<file path="config.mk">
export PLATFORM = sky130hd
export DESIGN_NAME = aer_hdr_log
export DESIGN_NICKNAME = d
export VERILOG_FILES = /design/src/rtl/aerlog_pkg.sv /design/src/rtl/aerlog_hdr_regs.sv /design/src/rtl/aerlog_pend_q.sv /design/src/rtl/aer_hdr_log.sv
export SDC_FILE = /design/constraint.sdc
export NUM_CORES = 2
export LEC_CHECK = 0
export BUFFER_PORTS_ARGS = -buffer_cell sky130_fd_sc_hd__buf_4
export CORE_ASPECT_RATIO = 1.2
export CORE_MARGIN = 4
export CORE_UTILIZATION = 46
export CTS_CLUSTER_SIZE = 28
export DETAILED_ROUTE_END_ITERATION = 8
export GPL_TIMING_DRIVEN = 1
export SYNTH_ARGS = -nofsm -noshare
export SYNTH_HDL_FRONTEND = slang
export SYNTH_HIERARCHICAL = 1
export SYNTH_SLANG_ARGS = --single-unit
</file>
<file path="constraint.sdc">
create_clock -name clk -period 4.9 [get_ports clk]
set_clock_uncertainty 0.1 [all_clocks]
set_input_delay 0.98 -clock clk [delete_from_list [all_inputs] [get_ports clk]]
set_output_delay 0.98 -clock clk [all_outputs]
set_load 0.02 [all_outputs]
</file>
<file path="src/rtl/aerlog_pkg.sv">
package aerlog_pkg;
  localparam int STAT_W    = 32;
  localparam int FEP_W     = $clog2(STAT_W);
  localparam int LOG_WORDS = 4;
  localparam int LOG_W     = 32 * LOG_WORDS;

  typedef struct packed {
    logic [STAT_W-1:0] status;
    logic              hdr_ok;
    logic              pfx_ok;
    logic [LOG_W-1:0]  hdr;
    logic [LOG_W-1:0]  pfx;
  } err_rec_t;

  function automatic logic [31:0] swap32(input logic [31:0] w);
    return {w[7:0], w[15:8], w[23:16], w[31:24]};
  endfunction

  function automatic logic [LOG_W-1:0] swap_log(input logic [LOG_W-1:0] d);
    logic [LOG_W-1:0] r;
    for (int i = 0; i < LOG_WORDS; i++) r[32*i +: 32] = swap32(d[32*i +: 32]);
    return r;
  endfunction

  function automatic logic [FEP_W-1:0] bit_index(input logic [STAT_W-1:0] v);
    logic [FEP_W-1:0] r;
    r = '0;
    for (int i = 0; i < STAT_W; i++) if (v[i]) r = FEP_W'(i);
    return r;
  endfunction
endpackage

</file>
<file path="src/rtl/aerlog_hdr_regs.sv">
module aerlog_hdr_regs
  import aerlog_pkg::*;
(
  input  logic              clk,
  input  logic              rst_n,
  input  logic              load,
  input  logic              clear,
  input  err_rec_t          rec,
  input  logic              e2e_en,
  output logic [FEP_W-1:0]  fep,
  output logic [LOG_W-1:0]  hdr_log,
  output logic [LOG_W-1:0]  pfx_log,
  output logic              pfx_flag
);
  logic pfx_take;
  assign pfx_take = rec.pfx_ok & e2e_en;

  always_ff @(posedge clk or negedge rst_n) begin
    if (!rst_n) begin
      fep      <= '0;
      hdr_log  <= '0;
      pfx_log  <= '0;
      pfx_flag <= 1'b0;
    end else if (clear) begin
      fep      <= '0;
      hdr_log  <= '0;
      pfx_log  <= '0;
      pfx_flag <= 1'b0;
    end else if (load) begin
      fep      <= bit_index(rec.status);
      hdr_log  <= rec.hdr_ok ? swap_log(rec.hdr) : '0;
      pfx_log  <= pfx_take ? swap_log(rec.pfx) : '0;
      pfx_flag <= pfx_take;
    end
  end


  clear_zero_chk: assert property (@(posedge clk) disable iff (!rst_n)
    clear |=> (fep == '0 && hdr_log == '0 && pfx_log == '0 && !pfx_flag));

  no_hdr_zero_chk: assert property (@(posedge clk) disable iff (!rst_n)
    (load && !clear && !rec.hdr_ok) |=> hdr_log == '0);

  pfx_gate_chk: assert property (@(posedge clk) disable iff (!rst_n)
    (load && !clear && !(rec.pfx_ok && e2e_en)) |=> (!pfx_flag && pfx_log == '0));

  load_clear_excl_chk: assert property (@(posedge clk) disable iff (!rst_n)
    !(load && clear));
endmodule

</file>
<file path="src/rtl/aerlog_pend_q.sv">
module aerlog_pend_q
  import aerlog_pkg::*;
#(
  parameter  int DEPTH = 4,
  localparam int CW    = (DEPTH < 1) ? 1 : $clog2(DEPTH + 1)
) (
  input  logic              clk,
  input  logic              rst_n,
  input  logic              push,
  input  logic              pop,
  input  logic              flush,
  input  err_rec_t          push_rec,
  output err_rec_t          head,
  output logic [CW-1:0]     count,
  output logic              full,
  output logic [STAT_W-1:0] status_or
);
  err_rec_t slots [DEPTH];

  assign head = slots[0];
  assign full = (count == CW'(DEPTH));

  always_comb begin
    status_or = '0;
    for (int i = 0; i < DEPTH; i++)
      if (CW'(i) < count) status_or = status_or | slots[i].status;
  end

  always_ff @(posedge clk or negedge rst_n) begin
    if (!rst_n) begin
      count <= '0;
      for (int i = 0; i < DEPTH; i++) slots[i] <= '0;
    end else if (flush) begin
      count <= '0;
    end else if (pop && count != '0) begin
      for (int i = 0; i < DEPTH - 1; i++) slots[i] <= slots[i+1];
      count <= count - 1'b1;
    end else if (push && !full) begin
      for (int i = 0; i < DEPTH; i++)
        if (CW'(i) == count) slots[i] <= push_rec;
      count <= count + 1'b1;
    end
  end


  count_bound_chk: assert property (@(posedge clk) disable iff (!rst_n)
    count <= CW'(DEPTH));

  push_grow_chk: assert property (@(posedge clk) disable iff (!rst_n)
    (push && !full && !pop && !flush) |=> count == $past(count) + 1'b1);

  pop_shrink_chk: assert property (@(posedge clk) disable iff (!rst_n)
    (pop && !flush && count != '0) |=> count == $past(count) - 1'b1);

  flush_empty_chk: assert property (@(posedge clk) disable iff (!rst_n)
    flush |=> count == '0);
endmodule

</file>
<file path="src/rtl/aer_hdr_log.sv">
module aer_hdr_log
  import aerlog_pkg::*;
#(
  parameter  int Q_DEPTH = 4,
  localparam int QCW     = (Q_DEPTH < 1) ? 1 : $clog2(Q_DEPTH + 1)
) (
  input  logic              clk,
  input  logic              rst_n,
  input  logic              rec_valid,
  input  logic [31:0]       rec_status,
  input  logic              rec_hdr_valid,
  input  logic              rec_pfx_present,
  input  logic [127:0]      rec_hdr,
  input  logic [127:0]      rec_pfx,
  input  logic              e2e_pfx_en,
  input  logic              ustat_we,
  input  logic [31:0]       ustat_w1c,
  input  logic              ctl_we,
  input  logic              ctl_mhr_en,
  output logic [31:0]       ustat,
  output logic [4:0]        first_err_ptr,
  output logic              mhr_capable,
  output logic              mhr_enable,
  output logic              pfx_logged,
  output logic [127:0]      hdr_log,
  output logic [127:0]      pfx_log,
  output logic              log_overflow,
  output logic [QCW-1:0]    q_count
);
  localparam bit MHR_CAP = (Q_DEPTH > 0);

  err_rec_t          in_rec, q_head, log_src;
  logic              q_push, q_pop, q_flush, q_full;
  logic [STAT_W-1:0] q_or;
  logic              log_load, log_clear;
  logic              cfg_any, mhr_en_n, fe_set, take_q, ovf_n;
  logic [STAT_W-1:0] ust_w, ust_n;

  assign in_rec = '{status: rec_status, hdr_ok: rec_hdr_valid, pfx_ok: rec_pfx_present,
                    hdr: rec_hdr, pfx: rec_pfx};
  assign mhr_capable = MHR_CAP;

  generate
    if (Q_DEPTH > 0) begin : g_queue
      aerlog_pend_q #(.DEPTH(Q_DEPTH)) u_q (
        .clk(clk), .rst_n(rst_n), .push(q_push), .pop(q_pop), .flush(q_flush),
        .push_rec(in_rec), .head(q_head), .count(q_count), .full(q_full),
        .status_or(q_or));
    end else begin : g_noqueue
      assign q_head  = '0;
      assign q_count = '0;
      assign q_full  = 1'b1;
      assign q_or    = '0;
    end
  endgenerate

  // post-write view of the registers
  assign cfg_any  = ustat_we | ctl_we;
  assign mhr_en_n = ctl_we ? (ctl_mhr_en & MHR_CAP) : mhr_enable;
  assign ust_w    = ustat_we ? (ustat & ~ustat_w1c) : ustat;
  assign fe_set   = ust_w[first_err_ptr];
  assign take_q   = rec_valid & mhr_enable & ustat[first_err_ptr];
  assign log_src  = cfg_any ? q_head : in_rec;

  always_comb begin
    ust_n     = ustat;
    q_push    = 1'b0;
    q_pop     = 1'b0;
    q_flush   = 1'b0;
    log_load  = 1'b0;
    log_clear = 1'b0;
    ovf_n     = 1'b0;
    if (cfg_any) begin
      ust_n = ust_w;
      if (!fe_set) begin
        if (mhr_en_n && q_count != '0) begin
          ust_n    = ust_w | q_or;
          q_pop    = 1'b1;
          log_load = 1'b1;
        end else begin
          log_clear = 1'b1;
        end
      end else if (mhr_en_n) begin
        ust_n = ust_w | q_or;
      end else begin
        q_flush = 1'b1;
      end
    end else if (rec_valid) begin
      ust_n = ustat | rec_status;
      if (take_q) begin
        q_push = ~q_full;
        ovf_n  = q_full;
      end else begin
        log_load = 1'b1;
      end
    end
  end

  always_ff @(posedge clk or negedge rst_n) begin
    if (!rst_n) begin
      ustat        <= '0;
      mhr_enable   <= 1'b0;
      log_overflow <= 1'b0;
    end else begin
      ustat        <= ust_n;
      mhr_enable   <= mhr_en_n;
      log_overflow <= ovf_n;
    end
  end

  aerlog_hdr_regs u_log (
    .clk(clk), .rst_n(rst_n), .load(log_load), .clear(log_clear), .rec(log_src),
    .e2e_en(e2e_pfx_en), .fep(first_err_ptr), .hdr_log(hdr_log), .pfx_log(pfx_log),
    .pfx_flag(pfx_logged));


  rec_onehot_chk: assert property (@(posedge clk) disable iff (!rst_n)
    rec_valid |-> $onehot(rec_status));

  rec_cfg_excl_chk: assert property (@(posedge clk) disable iff (!rst_n)
    !(rec_valid && cfg_any));

  rec_sets_bit_chk: assert property (@(posedge clk) disable iff (!rst_n)
    rec_valid |=> (ustat & $past(rec_status)) == $past(rec_status));

  ovf_cause_chk: assert property (@(posedge clk) disable iff (!rst_n)
    log_overflow |-> ($past(rec_valid) && $past(mhr_enable) && $past(q_full)));

  restore_chk: assert property (@(posedge clk) disable iff (!rst_n)
    (cfg_any && fe_set && mhr_en_n) |=> (ustat & $past(q_or)) == $past(q_or));

  reload_ptr_chk: assert property (@(posedge clk) disable iff (!rst_n)
    q_pop |=> first_err_ptr == $past(bit_index(q_head.status)));

  enable_cap_chk: assert property (@(posedge clk) disable iff (!rst_n)
    mhr_enable |-> mhr_capable);
endmodule

</file>
==> out/metrics.yaml <==
outcome: "finished, final reports clean"
grt_max_degree: 166
fin_cells: 7694
worst_slack_ns: 0.442
cp.arrival_ns: 5.08
worst_slew_pin_slew_ns: 1.25
die_w_um: 365
grt_setup_unrepaired: "false"
start_util_pct: 46.2
placed_area_um2: 75800
place.gp.congestion: 0.824
dp_hpwl_um: 121000
drive_gt1_share_pct: 44.9
critical_path_buf_inv_count: 5
finish.instance_area_um2: 81000
leakage_nw: 39.9
totalWireLength_um: 186000
slew_headroom_pct: 16.8
critical_path_class: "reg2reg"
cts_resized: 0
crit_fanout: 84
layout.nets: 5917
drc: 0
cts_root_buf: "clkbuf_16"
ios: 629
via_per_inst: 5.96
p_total_mw: 31.9
final_util_pct: 53.2
post-place-ws_ns: 0.233
finalHoldViolCount: 0
ir_drop_v: 0.000326
r2r-start: "u_log/fep[1]"
final_common_cell: "dfrtp_1"
min_period_over_period_pct: 91.0
syn_inst: 5348
setup_viol: 0
grtUsageTotal_pct: 23.0
io_buffer_count: 627
worstSetupStartpointType: "flop"
fin_crit_ns: 4.46
core_area_um2: 152000
dr.pass1.iters: 5
cts_setup_buffers: 0
die-height_um: 437
clock_path_buffers: 3
slowest_delay_ns: 0.68
power.density_nw_per_um2: 393
dp.cells: 7412
path_clk_slew_ns: 0.06
cp.required_ns: 5.52
die_area_um2: 160000
crit_slowest_cell: "buf_4"
ys_warn_count: 6
antenna_found_initial: 14
r2r_slack_ns: 0.44
crit_chain: "buf_4 > buf_4 > mux4_2 > a31oi_1 > o221a_2 > nand2_1 > nor2_1 > inv_2 > a211oi_4 > buf_12 > buf_4 > a22o_1 > mux2_2"
ant_nets: 0
area_growth_pct: 15.0
grt_pass1_vias: 47615
cap_violations: 0
grt_first_pass_wirelength_um: 290000
fmax_mhz: 224
clock_latency_ns: 0.80
syn_avg_cell_area_um2: 13.2
hold_path_class: "in2async"
htree_num_levels: 4
crit_path_end_kind: "flop"
syn_nets: 5682
crit_top_cell: "buf_4"
cts_tree: "done"
overflow: 0
ff2ff_path_depth: 13
synth_area_um2: 70500
first_iter_violations: 3022
cts.sinks: 1459
wl_per_cell_um: 24.2
dr_total_vias: 45840
fin_worst_hold_slack_ns: 0.0572
hold_buffers: 0
num_rows: 157
numCtsBuffers: 156
critical_path.top_delay_family: "buffers and inverters"
most-common-layout-cells: "dfrtp_1 (1458), mux2_2 (1428), a22o_1 (1127)"
maxSlewViolCount: 0
tns_ns: 0
rr_endpoint: "g_queue.u_q/head[38]"
-- area by class of cell --
cell class,instances,area (µm²)
Inverter,43,161
Clock inverter,33,443
Sequential cell,1459,36500
Clock buffer,241,4800
Antenna cell,8,20.0
Tap cell,1987,2490
Fill cell,13036,71400
Multi-Input combinational cell,3105,29500
Timing Repair Buffer,818,7110
-- power breakdown --
group | total [mW] | switching, mW | internal, mW
Combinational | 6.33 | 3.82 | 2.51
Sequential | 13.5 | 0.588 | 12.9
Clock | 12.1 | 5.00 | 7.06
Total | 31.9 | 9.41 | 22.5
-- worst max-delay path by stage --
stage,startpoint,endpoint,slack (ns),depth (start not counted)
5_1_grt,u_log/fep[1],g_queue.u_q/head[40],0.18,13
3_5_place_dp,ustat_we,g_queue.u_q/slots[824],0.23,13
4_1_cts,u_log/fep[1],g_queue.u_q/slots[597],0.48,13
6_report,u_log/fep[1],g_queue.u_q/head[38],0.44,13
3_3_place_gp,ustat_we,g_queue.u_q/head[36],0.16,13
2_1_floorplan,ustat_we,g_queue.u_q/slots[279],0.83,12
-- metal layers --
metal  vias up  global-route usage [%]  share of wire, %
met4        14                    6.04               2.2
met5         -                       0             0.046
met3       247                    4.29               4.7
met2       997                    38.1                49
met1     24287                    31.2                44
li1      20295                       -                 -
-- flip-flops by register name, summed over array words and instances (netlist names) --
register           flops
g_queue.u_q/head     290
g_queue.u_q/slots    870
g_queue.u_q/count      3
u_log/hdr_log        128
u_log/pfx_flag         1
u_log/pfx_log        128
mhr_enable             1
log_overflow           1
u_log/fep              5
ustat                 32
Power figures use the tool's default switching activity.
